`config.mk`:
```
export PLATFORM = sky130hd
export DESIGN_NAME = pwm_gen
export DESIGN_NICKNAME = d
export VERILOG_FILES = /design/src/rtl/pwm_pkg.sv /design/src/rtl/pwm_rst_sync.sv /design/src/rtl/pwm_tick_counter.sv /design/src/rtl/pwm_cfg_bank.sv /design/src/rtl/pwm_level_drive.sv /design/src/rtl/pwm_gen.sv
export SDC_FILE = /design/constraint.sdc
export NUM_CORES = 1
export LEC_CHECK = 0
export BUFFER_PORTS_ARGS = -buffer_cell sky130_fd_sc_hd__buf_2
export CAP_MARGIN = 20
export CORE_UTILIZATION = 45
export DETAILED_ROUTE_END_ITERATION = 16
export SKIP_CTS_REPAIR_TIMING = 1
export SLEW_MARGIN = 20
export SYNTH_ARGS = -nofsm -noshare
export SYNTH_HDL_FRONTEND = slang
export SYNTH_SLANG_ARGS = --single-unit
```
`constraint.sdc`:
```
create_clock -name clk -period 3.1 [get_ports clk]
set_clock_uncertainty 0.2 [all_clocks]
set_input_delay 0.31 -clock clk [delete_from_list [all_inputs] [get_ports clk]]
set_output_delay 0.31 -clock clk [all_outputs]
set_load 0.005 [all_outputs]
```
`src/rtl/pwm_pkg.sv`:
```
package pwm_pkg;
  parameter int unsigned PWM_W = 8;

  typedef struct packed {
    logic [PWM_W-1:0] duty;
    logic             full;
    logic             inv;
  } pwm_cfg_t;
endpackage

```
`src/rtl/pwm_rst_sync.sv`:
```
module pwm_rst_sync #(
  parameter int unsigned STAGES = 2
) (
  input  logic clk,
  input  logic rst_n,
  output logic rst_sync_n
);
  logic [STAGES-1:0] sync_q;

  always_ff @(posedge clk or negedge rst_n) begin
    if (!rst_n) sync_q <= '0;
    else        sync_q <= {sync_q[STAGES-2:0], 1'b1};
  end

  assign rst_sync_n = sync_q[STAGES-1];
endmodule

```
`src/rtl/pwm_tick_counter.sv`:
```
module pwm_tick_counter #(
  parameter int unsigned W = 8
) (
  input  logic         clk,
  input  logic         rst_n,
  input  logic         run_d,
  output logic         run_q,
  output logic [W-1:0] cnt_q,
  output logic         wrap
);
  localparam logic [W-1:0] CNT_MAX = '1;

  logic [W-1:0] cnt_d;

  always_comb begin
    if (run_q && run_d) cnt_d = cnt_q + 1'b1;
    else                cnt_d = '0;
  end

  assign wrap = run_q && run_d && (cnt_q == CNT_MAX);

  always_ff @(posedge clk or negedge rst_n) begin
    if (!rst_n) begin
      cnt_q <= '0;
      run_q <= 1'b0;
    end else begin
      cnt_q <= cnt_d;
      run_q <= run_d;
    end
  end

  assert_wrap_to_zero_R2: assert property (@(posedge clk) disable iff (!rst_n)
    (run_q && run_d && cnt_q == CNT_MAX) |=> (cnt_q == '0));

  assert_step_R2: assert property (@(posedge clk) disable iff (!rst_n)
    (run_q && run_d && cnt_q != CNT_MAX) |=> (cnt_q == $past(cnt_q) + 1'b1));

  assert_restart_R12: assert property (@(posedge clk) disable iff (!rst_n)
    (!run_q && run_d) |=> (cnt_q == '0));
endmodule

```
`src/rtl/pwm_cfg_bank.sv`:
```
module pwm_cfg_bank
  import pwm_pkg::*;
(
  input  logic     clk,
  input  logic     rst_n,
  input  logic     wr_valid,
  input  logic     wr_defer,
  input  pwm_cfg_t wr_cfg,
  input  logic     wrap,
  output pwm_cfg_t live_q,
  output logic     pend_q
);
  pwm_cfg_t live_d, shad_d, shad_q;
  logic     pend_d;
  logic     bank_ce;

  assign bank_ce = wr_valid | (wrap & pend_q);

  always_comb begin
    live_d = live_q;
    shad_d = shad_q;
    pend_d = pend_q;
    if (wrap && pend_q) begin
      live_d = shad_q;
      pend_d = 1'b0;
    end
    if (wr_valid) begin
      if (wr_defer) begin
        shad_d = wr_cfg;
        pend_d = 1'b1;
      end else begin
        live_d = wr_cfg;
        pend_d = 1'b0;
      end
    end
  end

  always_ff @(posedge clk or negedge rst_n) begin
    if (!rst_n) begin
      live_q <= '0;
      shad_q <= '0;
      pend_q <= 1'b0;
    end else if (bank_ce) begin
      live_q <= live_d;
      shad_q <= shad_d;
      pend_q <= pend_d;
    end
  end

  assert_boundary_load_R7: assert property (@(posedge clk) disable iff (!rst_n)
    (wrap && pend_q && !wr_valid) |=> (live_q == $past(shad_q) && !pend_q));

  assert_pending_holds_R7: assert property (@(posedge clk) disable iff (!rst_n)
    (pend_q && !wrap && !wr_valid) |=> (pend_q && $stable(live_q)));

  assert_defer_keeps_live_R10: assert property (@(posedge clk) disable iff (!rst_n)
    (wr_valid && wr_defer && !(wrap && pend_q)) |=> $stable(live_q));

  assert_cancel_R9: assert property (@(posedge clk) disable iff (!rst_n)
    (wr_valid && !wr_defer) |=> !pend_q);
endmodule

```
`src/rtl/pwm_level_drive.sv`:
```
module pwm_level_drive
  import pwm_pkg::*;
(
  input  logic             run_q,
  input  logic [PWM_W-1:0] cnt_q,
  input  pwm_cfg_t         live,
  output logic             pwm_out
);
  logic on_phase;

  always_comb begin
    on_phase = run_q && (live.full || (cnt_q < live.duty));
    pwm_out  = on_phase ^ live.inv;
  end
endmodule

```
`src/rtl/pwm_gen.sv`:
```
module pwm_gen
  import pwm_pkg::*;
(
  input  logic             clk,
  input  logic             rst_n,
  input  logic             wr_valid,
  input  logic [PWM_W-1:0] wr_duty,
  input  logic             wr_full,
  input  logic             wr_inv,
  input  logic             wr_run,
  input  logic             wr_defer,
  output logic             pwm_out,
  output logic             upd_pending
);
  logic             rst_sync_n;
  logic             run_d, run_q, wrap;
  logic [PWM_W-1:0] cnt_q;
  pwm_cfg_t         wr_cfg, live_q;

  assign wr_cfg = '{duty: wr_duty, full: wr_full, inv: wr_inv};
  assign run_d  = wr_valid ? wr_run : run_q;

  pwm_rst_sync #(.STAGES(2)) u_rst (
    .clk        (clk),
    .rst_n      (rst_n),
    .rst_sync_n (rst_sync_n)
  );

  pwm_tick_counter #(.W(PWM_W)) u_cnt (
    .clk   (clk),
    .rst_n (rst_sync_n),
    .run_d (run_d),
    .run_q (run_q),
    .cnt_q (cnt_q),
    .wrap  (wrap)
  );

  pwm_cfg_bank u_cfg (
    .clk      (clk),
    .rst_n    (rst_sync_n),
    .wr_valid (wr_valid),
    .wr_defer (wr_defer),
    .wr_cfg   (wr_cfg),
    .wrap     (wrap),
    .live_q   (live_q),
    .pend_q   (upd_pending)
  );

  pwm_level_drive u_drv (
    .run_q   (run_q),
    .cnt_q   (cnt_q),
    .live    (live_q),
    .pwm_out (pwm_out)
  );

  assert_stop_inactive_R11: assert property (@(posedge clk) disable iff (!rst_sync_n)
    (wr_valid && !wr_run && !wr_defer) |=> (pwm_out == $past(wr_inv)));

  assert_stopped_holds_R11: assert property (@(posedge clk) disable iff (!rst_sync_n)
    (!run_q && !wr_valid) |=> (!run_q && pwm_out == $past(pwm_out)));

  assert_full_active_R4: assert property (@(posedge clk) disable iff (!rst_sync_n)
    (run_q && run_d && live_q.full && !wr_valid && !(wrap && upd_pending))
      |=> (pwm_out == !live_q.inv));
endmodule

```
## Yosys cells after proc, flatten, opt, wreduce, memory -nomap -nowiden

Cells that the tools add are included.

| storage, ports and cells | value |
|---|---|
| output and inout bits | 2 |
| register bits after elaboration | 32 |
| bits of input ports | 15 |
| logic and storage cells | 32 |

| operators by class | value |
|---|---|
| $add $sub $neg | 1 |
| bitwise operators | 3 |
| muxes and demuxes | 8 |
| eq/ne operators | 1 |
| reduce and logical (&&, ||, !) cells | 8 |
| magnitude comparators | 1 |

Operators with widths:

| operator | count |
|---|---|
| two-way mux 10 bit | 3 |
| adder 8 x 1 -> 8 bit (second input constant) | 1 |
| == test 8 bit (second input constant) | 1 |
| < comparator 8 bit | 1 |
| two-way mux 8 bit | 1 |
| logical AND 1 bit | 4 |
| two-way mux 1 bit | 4 |
| AND reduction 3 bit | 1 |
| AND reduction 2 bit | 1 |
| nonzero test 2 bit | 1 |
| AND 1 bit | 1 |
| logical OR 1 bit | 1 |
| bitwise OR 1 bit | 1 |
| XOR 1 bit | 1 |

## Depth between registers and ports, before layout

| depth | value |
|---|---|
| word-level depth | 7 |
| mapped depth | 7 |
| mapped depth without buffers | 7 |

## Cells and area by module

From an unflattened synthesis, not the netlist that was laid out.

| second synthesis, totals | value |
|---|---|
| cell total of the unflattened synthesis | 150 |
| area total of the unflattened synthesis | 1700.4 sq um |

By module, submodules not included:

| module | instances | area each (sq um) | cells an instance |
|---|---|---|---|
| pwm_cfg_bank | 1 | 1027.2 | 83 |
| pwm_tick_counter | 1 | 381.6 | 36 |
| pwm_level_drive | 1 | 222.7 | 27 |
| pwm_rst_sync | 1 | 53.8 | 3 |
| pwm_gen | 1 | 15.0 | 1 |

## Worst setup path after synthesis

OpenSTA, ideal clock, no wires.

| timing path | value |
|---|---|
| path type | reg-to-output |
| start | register u_cnt.cnt_q[2] |
| end | output pwm_out |
| stages on the path, launching flop included | 7 |
| path slack | 1.026 ns |
| data arrival time | 1.564 ns |
| cells stage by stage | dfrtp_1 ha_1 or2_2 a21oi_1 nor3_1 o41ai_2 xor2_1 |

| on the way | value |
|---|---|
| cells in the longest elaborated chain, start to end | 4 |

RTL lines:

| element | line | source |
|---|---|---|
| start: declaration | pwm_tick_counter.sv:8 | `output logic [W-1:0] cnt_q,` |
| start signal: assignment | pwm_tick_counter.sv:27 | `cnt_q <= cnt_d;` |
| < comparator 8 bit | pwm_level_drive.sv:12 | `on_phase = run_q && (live.full \|\| (cnt_q < live.duty));` |
| logical OR 1 bit | pwm_level_drive.sv:12 |  |
| logical AND 1 bit | pwm_level_drive.sv:12 |  |
| XOR 1 bit | pwm_level_drive.sv:13 | `pwm_out = on_phase ^ live.inv;` |
| end: declaration | pwm_gen.sv:12 | `output logic pwm_out,` |

Every way passes these cells.

## Final worst setup path

Same ends and word-level chain as after synthesis.

==> results.json <==
{
  "run_status": "complete, but fails checks",
  "failing_checks": "hold timing",
  "timing_worst_slew_pin_value_ps": 723.4,
  "synth_nets": 160,
  "slowest_stage": "sky130_fd_sc_hd__dfrtp_1",
  "grt_setup_unrepaired": "false",
  "hold_path.class": "input pin to flip-flop",
  "buf_inv_on_cp": 1,
  "timing.fmax_ghz": 0.3825,
  "worstSkewPairLatency_ps": 340,
  "max_cap_violations": 0,
  "ys_dominant_reg_cell": "sky130_fd_sc_hd__dfrtp_1",
  "post_synth_inst_count": 137,
  "timing.final.max_slew_violations": 0,
  "cell_area_after_layout_um2": 1812,
  "drt_iter0_markers": 34,
  "final_cell_mix": "32 x sky130_fd_sc_hd__dfrtp_1, 16 x sky130_fd_sc_hd__buf_2, 15 x sky130_fd_sc_hd__nand2_1",
  "timing.final.crit_share_pct": 84.33,
  "worst_setup_path_end_kind": "primary output",
  "antenna_violations_before_repair": 0,
  "nNetsFinal": 183,
  "detail_route.vias_per_cell": 5.014,
  "clock_tree_from_tritoncts": "built",
  "layout_min_cycle_time_ps": 2614,
  "placed_area_um2": 1697,
  "clock-sinks": 32,
  "drt_drc_violations_left": 0,
  "worstPathMaxFanout": 5,
  "fp.dieArea_um2": 3733,
  "whs_ps": -14.31,
  "cts-buffers-inserted": 5,
  "wire_length_reported_by_the_detailed_router_um": 2618,
  "start_util_pct": 47.09,
  "portBuffers": 16,
  "timing_hold_violations_final": 7,
  "highest_ir_drop_seen_on_vdd_mv": 0.3165,
  "grt_pass1_vias": 982,
  "synth_cell_types": 30,
  "grt_start_max_net_pins": 21,
  "synth_top_family_by_area": "multiplexers",
  "wl_per_cell_um": 12.65,
  "fin_util_pct": 54.29,
  "timing.critical_path.required_ps": 2590,
  "ant_nets": 0,
  "totalNegativeSetupSlack_ps": 0,
  "crit_chain": "ha_1 > or2_2 > a21oi_1 > nor3_1 > o41ai_2 > xor2_1 > buf_2",
  "clk_path_buf_depth": 2,
  "final_common_cell": "sky130_fd_sc_hd__dfrtp_1",
  "global_route_wire_length_before_repair_um": 4429,
  "clk_pin_slew_ps": 100,
  "netlist_area_um2": 1572,
  "setup_viol_count_final": 0,
  "ys_seq_elements": 32,
  "area_growth_pct": 15.29,
  "overall_via_count_from_detail_route": 1038,
  "cts_htree_levels": 2,
  "die_width_um": 61.10,
  "crit_path_leading_delay_family": "flip-flops",
  "critical_path_class": "flip-flop to primary output",
  "edff_count_synth": 0,
  "drt_first_pass_iters": 4,
  "floorplan.io_pins": 17,
  "fillers": 314,
  "core_region_area_um2": 3337,
  "worst_setup_path_start_kind": "flip-flop",
  "power_density_nw_per_um2": 533.0,
  "async_sr_flop_fraction_pct": 100.0,
  "final-seq-area_um2": 800.8,
  "synth_adder_area_share_pct": 6.369,
  "row_count": 21,
  "synth-xor-area-share_pct": 3.901,
  "place.detailed.hpwl_um": 1999,
  "slowest_delay_ps": 450,
  "total_leakage_power_nw": 0.8237,
  "critical_path_arrival_ps": 2100,
  "die_y_um": 61.10,
  "synth.mux.area_fraction_pct": 13.54,
  "synth_compound_gate_area_share_pct": 8.280,
  "antenna_cells": 0,
  "area_of_the_multi_input_gates_um2": 705.7,
  "root_buffer": "sky130_fd_sc_hd__clkbuf_4",
  "synth_seq_area_share_pct": 50.96,
  "synth_simple_gate_area_share_pct": 12.58,
  "layout-drive-gt1-share_pct": 28.57,
  "synth_area_per_cell_um2": 11.47,
  "slew_headroom_pct": 51.61,
  "globalRouteTotalUtil_pct": 17.23,
  "gp_routability_congestion": 0.7657,
  "ys_warns": 0,
  "globalRouteOverflowTotal": 0
}
==> metrics by stage <==
step | total power, mW | cells | hold slack, ps | setup slack [ps]
4_1_cts | 0.9779 | 205 | -480.7 | 441.9
3_5_place_dp | 0.6211 | 197 | -100.6 | 834.9
3_3_place_gp | 0.6121 | 197 | -106.1 | 861.1
6_report | 0.9656 | 207 | -14.31 | 485.7
2_1_floorplan | 0.5784 | 137 | -185.6 | 1026
5_1_grt | 1.020 | 207 | 0.1955 | 308.9
==> Yosys cell counts, types with 2 or more instances <==
library cell	count	area, um^2
sky130_fd_sc_hd__nand2_1	15	56.30
sky130_fd_sc_hd__mux2i_1	10	100.1
sky130_fd_sc_hd__ha_1	8	100.1
sky130_fd_sc_hd__xnor2_1	2	17.52
sky130_fd_sc_hd__dfrtp_1	32	800.8
sky130_fd_sc_hd__xor2_1	5	43.79
sky130_fd_sc_hd__o21ai_1	9	45.04
sky130_fd_sc_hd__clkbuf_1	2	7.510
sky130_fd_sc_hd__or2_2	2	12.51
sky130_fd_sc_hd__mux2_2	10	112.6
sky130_fd_sc_hd__inv_1	9	33.78
sky130_fd_sc_hd__nand3_1	3	15.01
sky130_fd_sc_hd__nor2_1	10	37.54
sky130_fd_sc_hd__o21ai_0	4	20.02
==> area by class of cell <==
| class | count | area share [%] |
|---|---|---|
| repair buffers | 20 | 6.354 |
| clock buffers | 7 | 3.591 |
| clock inverters | 1 | 1.657 |
| inverters | 10 | 2.072 |
| multi-input cells | 91 | 38.95 |
| well taps | 46 | 3.177 |
| flip-flops and latches | 32 | 44.20 |
==> tightest hold or removal path, stage by stage <==
cell	delay, ps
sky130_fd_sc_hd__buf_2	90
sky130_fd_sc_hd__nand2_1	40
sky130_fd_sc_hd__o21ai_0	60
==> cell families after synthesis <==
| kind of cell | count (synthesis) |
|---|---|
| AOI/OAI and AO/OA | 18 |
| DFF | 32 |
| other | 1 |
| muxes | 20 |
| buffers and inverters | 14 |
| xor gates and xnor gates | 7 |
| and+or+nand+nor | 37 |
| adders and majority gates | 8 |
==> per-layer routing <==
metal	wire (um)	GRT usage, %
met4	59	11.69
met3	87	4.412
met5	0	0
met1	1278	21.85
met2	1193	25.93
==> worst paths after layout <==
kind	from	end	slack [ps]	depth (start not counted)
worst max register to register	u_cnt.cnt_q[0]$_DFF_PN0_	u_cfg.live_q[1]$_DFFE_PN0P_	860	6
min in group asynchronous	u_rst.sync_q[1]$_DFF_PN0_	u_cfg.live_q[8]$_DFFE_PN0P_	0	0
max in group asynchronous	u_rst.sync_q[1]$_DFF_PN0_	u_cnt.cnt_q[7]$_DFF_PN0_	2080	1
worst min register to register	u_rst.sync_q[1]$_DFF_PN0_	u_cfg.live_q[8]$_DFFE_PN0P_	0	0
worst max-delay path	u_cnt.cnt_q[2]$_DFF_PN0_	pwm_out	490	7
worst min-delay path	wr_duty[0]	u_cfg.live_q[2]$_DFFE_PN0P_	-10	3
==> power breakdown <==
part | internal (mW) | switching (mW)
Combinational | 0.0663 | 0.0575
Clock | 0.214 | 0.141
Sequential | 0.459 | 0.0285
Total | 0.739 | 0.227
==> flip-flops by register name, indices dropped and copies added (netlist names) <==
register and cells:
u_cfg.live_q 10, u_rst.sync_q 2, u_cnt.run_q 1, u_cnt.cnt_q 8
u_cfg.pend_q 1, u_cfg.shad_q 10
No activity file was read; power rests on OpenSTA's default activity.
